$ cat config.mk
export PLATFORM = sky130hd
export DESIGN_NAME = ring_desc_addr_gen
export DESIGN_NICKNAME = d
export VERILOG_FILES = /design/src/rtl/rdag_pkg.sv /design/src/rtl/rdag_stride.sv /design/src/rtl/rdag_desc_ptr.sv /design/src/rtl/rdag_word_seq.sv /design/src/rtl/ring_desc_addr_gen.sv
export SDC_FILE = /design/constraint.sdc
export NUM_CORES = 1
export LEC_CHECK = 0
export ABC_AREA = 0
export BUFFER_PORTS_ARGS = -buffer_cell sky130_fd_sc_hd__buf_2
export CAP_MARGIN = 10
export CORE_ASPECT_RATIO = 0.75
export CORE_UTILIZATION = 55
export CTS_CLUSTER_SIZE = 16
export DETAILED_ROUTE_END_ITERATION = 7
export MAX_ROUTING_LAYER = met4
export PLACE_DENSITY = 0.87
export SKIP_CTS_REPAIR_TIMING = 1
export SYNTH_ARGS = -nofsm -noshare
export SYNTH_HDL_FRONTEND = slang
export SYNTH_SLANG_ARGS = --single-unit
$ cat constraint.sdc
create_clock -name clk -period 4.6 [get_ports clk]
set_input_delay 0.69 -clock clk [delete_from_list [all_inputs] [get_ports clk]]
set_output_delay 0.69 -clock clk [all_outputs]
set_load 0.03 [all_outputs]
$ cat src/rtl/rdag_pkg.sv
package rdag_pkg;

   localparam int unsigned WORD_BYTES_LOG2 = 2;
   localparam int unsigned NARROW_WORDS    = 4;
   localparam int unsigned WIDE_WORDS      = 8;
   localparam int unsigned MAX_WORDS       = WIDE_WORDS;
   localparam int unsigned IDX_W           = $clog2(MAX_WORDS);
   localparam int unsigned CNT_W           = IDX_W + 1;

   typedef enum logic {
      DESC_NARROW = 1'b0,
      DESC_WIDE   = 1'b1
   } desc_size_e;

   function automatic logic [CNT_W-1:0] words_of(input desc_size_e sz);
      return (sz == DESC_WIDE) ? CNT_W'(WIDE_WORDS) : CNT_W'(NARROW_WORDS);
   endfunction

endpackage

$ cat src/rtl/rdag_stride.sv
module rdag_stride
   import rdag_pkg::*;
#(
   parameter int unsigned ADDR_W      = 32,
   parameter int unsigned SKIP_W      = 5,
   parameter bit          ALT_SIZE_EN = 1'b1
) (
   input  logic              wide_sel,
   input  logic [SKIP_W-1:0] skip_words,
   output logic [CNT_W-1:0]  desc_words,
   output logic [ADDR_W-1:0] stride_bytes
);
   localparam int unsigned SUM_W = ((SKIP_W > CNT_W) ? SKIP_W : CNT_W) + 1;

   logic [SUM_W-1:0] span_words;

   generate
      if (ALT_SIZE_EN) begin : g_alt_size
         assign desc_words = words_of(desc_size_e'(wide_sel));
      end else begin : g_fixed_size
         logic unused_sel;
         assign unused_sel = wide_sel;
         assign desc_words = words_of(DESC_NARROW);
      end
   endgenerate

   assign span_words   = SUM_W'(desc_words) + SUM_W'(skip_words);
   assign stride_bytes = ADDR_W'({span_words, {WORD_BYTES_LOG2{1'b0}}});

   initial begin
      AST_STRIDE_FITS : assert (ADDR_W >= SUM_W + WORD_BYTES_LOG2)
         else $error("address too narrow for stride");
   end

endmodule

$ cat src/rtl/rdag_desc_ptr.sv
module rdag_desc_ptr #(
   parameter int unsigned ADDR_W = 32
) (
   input  logic              clk,
   input  logic              rst_n,
   input  logic [ADDR_W-1:0] base_addr,
   input  logic [ADDR_W-1:0] stride_bytes,
   input  logic              restart,
   input  logic              advance,
   input  logic              ring_end,
   output logic [ADDR_W-1:0] desc_addr
);
   logic [ADDR_W-1:0] ptr_q;
   logic [ADDR_W-1:0] ptr_d;

   always_comb begin
      ptr_d = ptr_q;
      if (restart) begin
         ptr_d = base_addr;
      end else if (advance) begin
         ptr_d = ring_end ? base_addr : (ptr_q + stride_bytes);
      end
   end

   always_ff @(posedge clk) begin
      if (!rst_n) ptr_q <= base_addr;
      else        ptr_q <= ptr_d;
   end

   assign desc_addr = ptr_q;

   AST_RESTART_BASE : assert property (@(posedge clk) disable iff (!rst_n)
      restart |=> desc_addr == $past(base_addr));
   AST_RING_WRAP : assert property (@(posedge clk) disable iff (!rst_n)
      (advance && !restart && ring_end) |=> desc_addr == $past(base_addr));
   AST_STEP_STRIDE : assert property (@(posedge clk) disable iff (!rst_n)
      (advance && !restart && !ring_end)
      |=> desc_addr == $past(desc_addr) + $past(stride_bytes));
   AST_PTR_HOLD : assert property (@(posedge clk) disable iff (!rst_n)
      (!advance && !restart) |=> $stable(desc_addr));

endmodule

$ cat src/rtl/rdag_word_seq.sv
module rdag_word_seq
   import rdag_pkg::*;
#(
   parameter int unsigned ADDR_W = 32
) (
   input  logic              clk,
   input  logic              rst_n,
   input  logic              cancel,
   input  logic              start,
   input  logic              ready,
   input  logic [CNT_W-1:0]  desc_words,
   input  logic [ADDR_W-1:0] desc_addr,
   output logic              valid,
   output logic [ADDR_W-1:0] word_addr,
   output logic              last
);
   logic              active_q;
   logic [IDX_W-1:0]  idx_q;
   logic [IDX_W-1:0]  lim_q;

   always_ff @(posedge clk) begin
      if (!rst_n) begin
         active_q <= 1'b0;
         idx_q    <= '0;
         lim_q    <= '0;
      end else if (cancel) begin
         active_q <= 1'b0;
         idx_q    <= '0;
      end else if (!active_q) begin
         if (start) begin
            active_q <= 1'b1;
            idx_q    <= '0;
            lim_q    <= IDX_W'(desc_words - CNT_W'(1));
         end
      end else if (ready) begin
         if (idx_q == lim_q) begin
            active_q <= 1'b0;
            idx_q    <= '0;
         end else begin
            idx_q <= idx_q + IDX_W'(1);
         end
      end
   end

   assign valid     = active_q;
   assign last      = active_q && (idx_q == lim_q);
   assign word_addr = desc_addr + ADDR_W'({idx_q, {WORD_BYTES_LOG2{1'b0}}});

   AST_IDX_BOUND : assert property (@(posedge clk) disable iff (!rst_n)
      valid |-> idx_q <= lim_q);
   AST_STEP_ON_READY : assert property (@(posedge clk) disable iff (!rst_n)
      (valid && ready && !last && !cancel) |=> valid && idx_q == $past(idx_q) + IDX_W'(1));
   AST_STALL_HOLDS : assert property (@(posedge clk) disable iff (!rst_n)
      (valid && !ready && !cancel) |=> valid && $stable(idx_q));
   AST_CANCEL_ENDS : assert property (@(posedge clk) disable iff (!rst_n)
      cancel |=> !valid);

endmodule

$ cat src/rtl/ring_desc_addr_gen.sv
module ring_desc_addr_gen
   import rdag_pkg::*;
#(
   parameter int unsigned ADDR_W      = 32,
   parameter int unsigned SKIP_W      = 5,
   parameter bit          ALT_SIZE_EN = 1'b1
) (
   input  logic              clk,
   input  logic              rst_n,
   input  logic [ADDR_W-1:0] base_addr,
   input  logic              wide_desc,
   input  logic [SKIP_W-1:0] skip_words,
   input  logic              restart,
   input  logic              advance,
   input  logic              ring_end,
   output logic [ADDR_W-1:0] desc_addr,
   input  logic              fetch_start,
   input  logic              fetch_ready,
   output logic              fetch_valid,
   output logic [ADDR_W-1:0] fetch_addr,
   output logic              fetch_last
);
   logic [CNT_W-1:0]  desc_words;
   logic [ADDR_W-1:0] stride_bytes;
   logic              walk_cancel;

   initial begin
      AST_PARAM_ADDR : assert (ADDR_W >= 8 && ADDR_W <= 64)
         else $error("ADDR_W out of range");
      AST_PARAM_SKIP : assert (SKIP_W >= 1 && SKIP_W <= 8)
         else $error("SKIP_W out of range");
   end

   assign walk_cancel = restart | advance;

   rdag_stride #(
      .ADDR_W      (ADDR_W),
      .SKIP_W      (SKIP_W),
      .ALT_SIZE_EN (ALT_SIZE_EN)
   ) u_stride (
      .wide_sel     (wide_desc),
      .skip_words   (skip_words),
      .desc_words   (desc_words),
      .stride_bytes (stride_bytes)
   );

   rdag_desc_ptr #(
      .ADDR_W (ADDR_W)
   ) u_ptr (
      .clk          (clk),
      .rst_n        (rst_n),
      .base_addr    (base_addr),
      .stride_bytes (stride_bytes),
      .restart      (restart),
      .advance      (advance),
      .ring_end     (ring_end),
      .desc_addr    (desc_addr)
   );

   rdag_word_seq #(
      .ADDR_W (ADDR_W)
   ) u_seq (
      .clk        (clk),
      .rst_n      (rst_n),
      .cancel     (walk_cancel),
      .start      (fetch_start),
      .ready      (fetch_ready),
      .desc_words (desc_words),
      .desc_addr  (desc_addr),
      .valid      (fetch_valid),
      .word_addr  (fetch_addr),
      .last       (fetch_last)
   );

   AST_RESET_IDLE : assert property (@(posedge clk)
      !rst_n |=> !fetch_valid && desc_addr == $past(base_addr));
   AST_LAST_ONLY_VALID : assert property (@(posedge clk) disable iff (!rst_n)
      fetch_last |-> fetch_valid);

endmodule

==> impl_metrics.csv <==
group,metric,value,unit
run_status,status,"completed",
clocking,insertion_delay,0.29,ns
global_routing,antenna_found_initial,0,
final_layout,regArea,0.00108,mm2
synth,ys_ff_latch,38,
power_and_ir_drop,peakVddDrop,0.156,mV
setup_path,worstSetupEndpointType,"output pin",
clocking,clock_path_buffers,2,
drt,drc,0,
global_routing,use_met2,46.0,%
global_routing,met1_usage,44.1,%
synth,syn-cell-area,0.00308,mm2
final_layout,layout_common_cells,"110 x buf_2, 57 x nand2_1, 33 x xor2_1",
clocking,cts_tree,"done",
setup_path,cp-start-kind,"register",
sta,finalSetupViolCount,0,
drt,firstDrtPassIters,5,
setup_path,cp_max_fo,7,
synth,synth_cell_types,49,
setup_path,worstPathCellList,"ha_1 -> and3_1 -> o211ai_1 -> nor3_1 -> nand3_1 -> xnor2_1 -> buf_2",
global_routing,overflow,0,
setup_path,slowest_stage,"nor3_1",
global_routing,groute.layer.met3.usage,4.34,%
drt,vias,3021,
synth,postSynthCellCount,354,
setup_path,worstPathRequired,3.91,ns
global_routing,grt_max_degree,56,
final_layout,diodes,0,
power_and_ir_drop,p_per_area,288,mW/mm2
drt,ant_nets,0,
sta,tns,0,ns
drt,drt-wirelength-per-cell,16.2,um
sta,finClkSkew,0.00490,ns
final_layout,drive_gt1_share,27.8,%
sta,timing.final.crit_share,81.9,%
final_layout,nets,512,
place,gp_congestion,0.905,
global_routing,grt_pass1_wl,13300,um
drt,vias_per_cell,5.72,
synth,synth_warnings,0,
setup_path,worst-path-buf-inv,1,
place,port_buffers,110,
power_and_ir_drop,p_leak,1.63,nW
floorplanning,start_util,57.2,%
floorplanning,die_area,0.00591,mm2
global_routing,top_usage_layer,"met2",
synth,synth.avg_cell_area,8.70,um2
clocking,htree_num_levels,2,
setup_path,slowest_delay,0.89,ns
setup_path,critPathKind,"reg2out",
sta,rsz0062_at_grt,"false",
sta,timing.hold.ws,0.546,ns
floorplanning,rows,23,
floorplanning,core_area,0.00538,mm2
clocking,cts_made_buffers,5,
final_layout,n_fill_cell,467,
drt,first_iter_violations,242,
setup_path,arrival,3.08,ns
final_layout,multi_input_area,0.00186,mm2
global_routing,grt_pass1_vias,2681,
sta,tightest_slew,1.02,ns
flow_run,max-cap-violations,0,
floorplanning,dieWidth,88.4,um
sta,hold_viol_final,0,
setup_path,crit_family,"simple AND/OR/NAND/NOR gates",
final_layout,final_common_cell,"buf_2",
drt,drt_wl_total,8530,um
floorplanning,die_y,66.8,um
clocking,cts-root-buf,"clkbuf_8",
sta,slew_violations,0,
global_routing,globalRouteTotalUtil,30.9,%
clocking,clock_sinks,38,
floorplanning,ios,111,
sta,relSlewSlack,31.3,%
clocking,path_clk_slew,0.08,ns
final_layout,area_growth,21.0,%
synth,synth_edf_count,32,
synth,synth_flop_cell,"edfxtp_1",
min_path,hp-class,"reg2reg",
synth,syn-num-nets,414,
synth,synthArstFlopShare,0,%
sta,max_freq,266,MHz
place,hpwl,6400,um
sta,fin_crit,3.77,ns
synth,synth_seq_area_share,35.1,%
final_layout,fin_util,69.2,%
==> synthesized netlist by cell type (all sizes together) (3+ instances only) <==
library cell	count	area share (%)
a31oi	3	0.61
and2	8	1.7
nor3	9	1.5
buf	13	2.5
nor4	3	0.61
xnor2	20	5.7
inv	7	0.85
and4	6	1.7
nand3	15	2.6
o211ai	4	1.1
nor2	21	2.6
nand4	16	3.3
ha	12	4.9
xor2	33	9.4
a21oi	9	1.5
nand2	57	6.9
nor2b	3	0.61
and3	8	1.8
fa	3	2.0
dfxtp	6	3.9
mux2i	4	1.3
edfxtp	32	31
a21o	3	0.73
o21ai	30	4.9
clkbuf	9	1.1
==> path summary, 6_finish.rpt <==
path / start / to / slack, ns / cells after the start
hold reg to reg: u_seq.lim_q[1]$_SDFFE_PN0P_ / u_seq.lim_q[1]$_SDFFE_PN0P_ / 0.55 / 1
setup / recovery: u_ptr.desc_addr[4]$_DFFE_PP_ / fetch_addr[27] / 0.83 / 7
setup reg to reg: u_ptr.desc_addr[5]$_DFFE_PP_ / u_ptr.desc_addr[27]$_DFFE_PP_ / 2.14 / 7
hold / removal: u_seq.lim_q[1]$_SDFFE_PN0P_ / u_seq.lim_q[1]$_SDFFE_PN0P_ / 0.55 / 1
==> cell type report <==
type                            count  share of cell area, %
Clock buffer                        7                   2.32
Clock inverter                      1                  0.134
Inverter                            7                  0.705
Multi-Input combinational cell    287                   49.9
Sequential cell                    38                   29.0
Tap cell                           75                   2.52
Timing Repair Buffer              113                   15.4
==> report_power, final <==
| part | internal [mW] | switching [mW] |
|---|---|---|
| Sequential | 0.409 | 0.0595 |
| Clock | 0.121 | 0.119 |
| Combinational | 0.125 | 0.241 |
| Total | 0.655 | 0.420 |
==> cell families after synthesis <==
logic type | synth area share (%)
multiplexers | 1.67
AO/OA/AOI/OAI | 11.2
buffers and inverters | 4.51
flip-flops | 35.1
adder cells (fa/ha/maj) | 6.83
XOR/XNOR | 15.1
AND/OR/NAND/NOR | 25.6
==> sequential cells by signal, summed over array words and instances (netlist names) <==
signal           flops
u_seq.valid          1
u_seq.idx_q          3
u_seq.lim_q          2
u_ptr.desc_addr     32
==> through the flow <==
stage | cells | total power [mW] | worst slack, ns | area [um2]
6_report | 528 | 1.07 | 0.834 | 3720
5_1_grt | 528 | 1.13 | 0.635 | 3720
4_1_cts | 528 | 1.07 | 0.824 | 3720
3_5_place_dp | 520 | 0.835 | 1.07 | 3630
3_3_place_gp | 520 | 0.826 | 1.21 | 3630
2_1_floorplan | 354 | 0.723 | 1.40 | 3080
==> metal layers <==
metal | vias up | routed length (um)
li1 | 1458 | -
met1 | 1389 | 3760
met2 | 159 | 3900
met3 | 15 | 786
met4 | 0 | 83
met5 | - | 0
(Power assumes the default switching activity.)
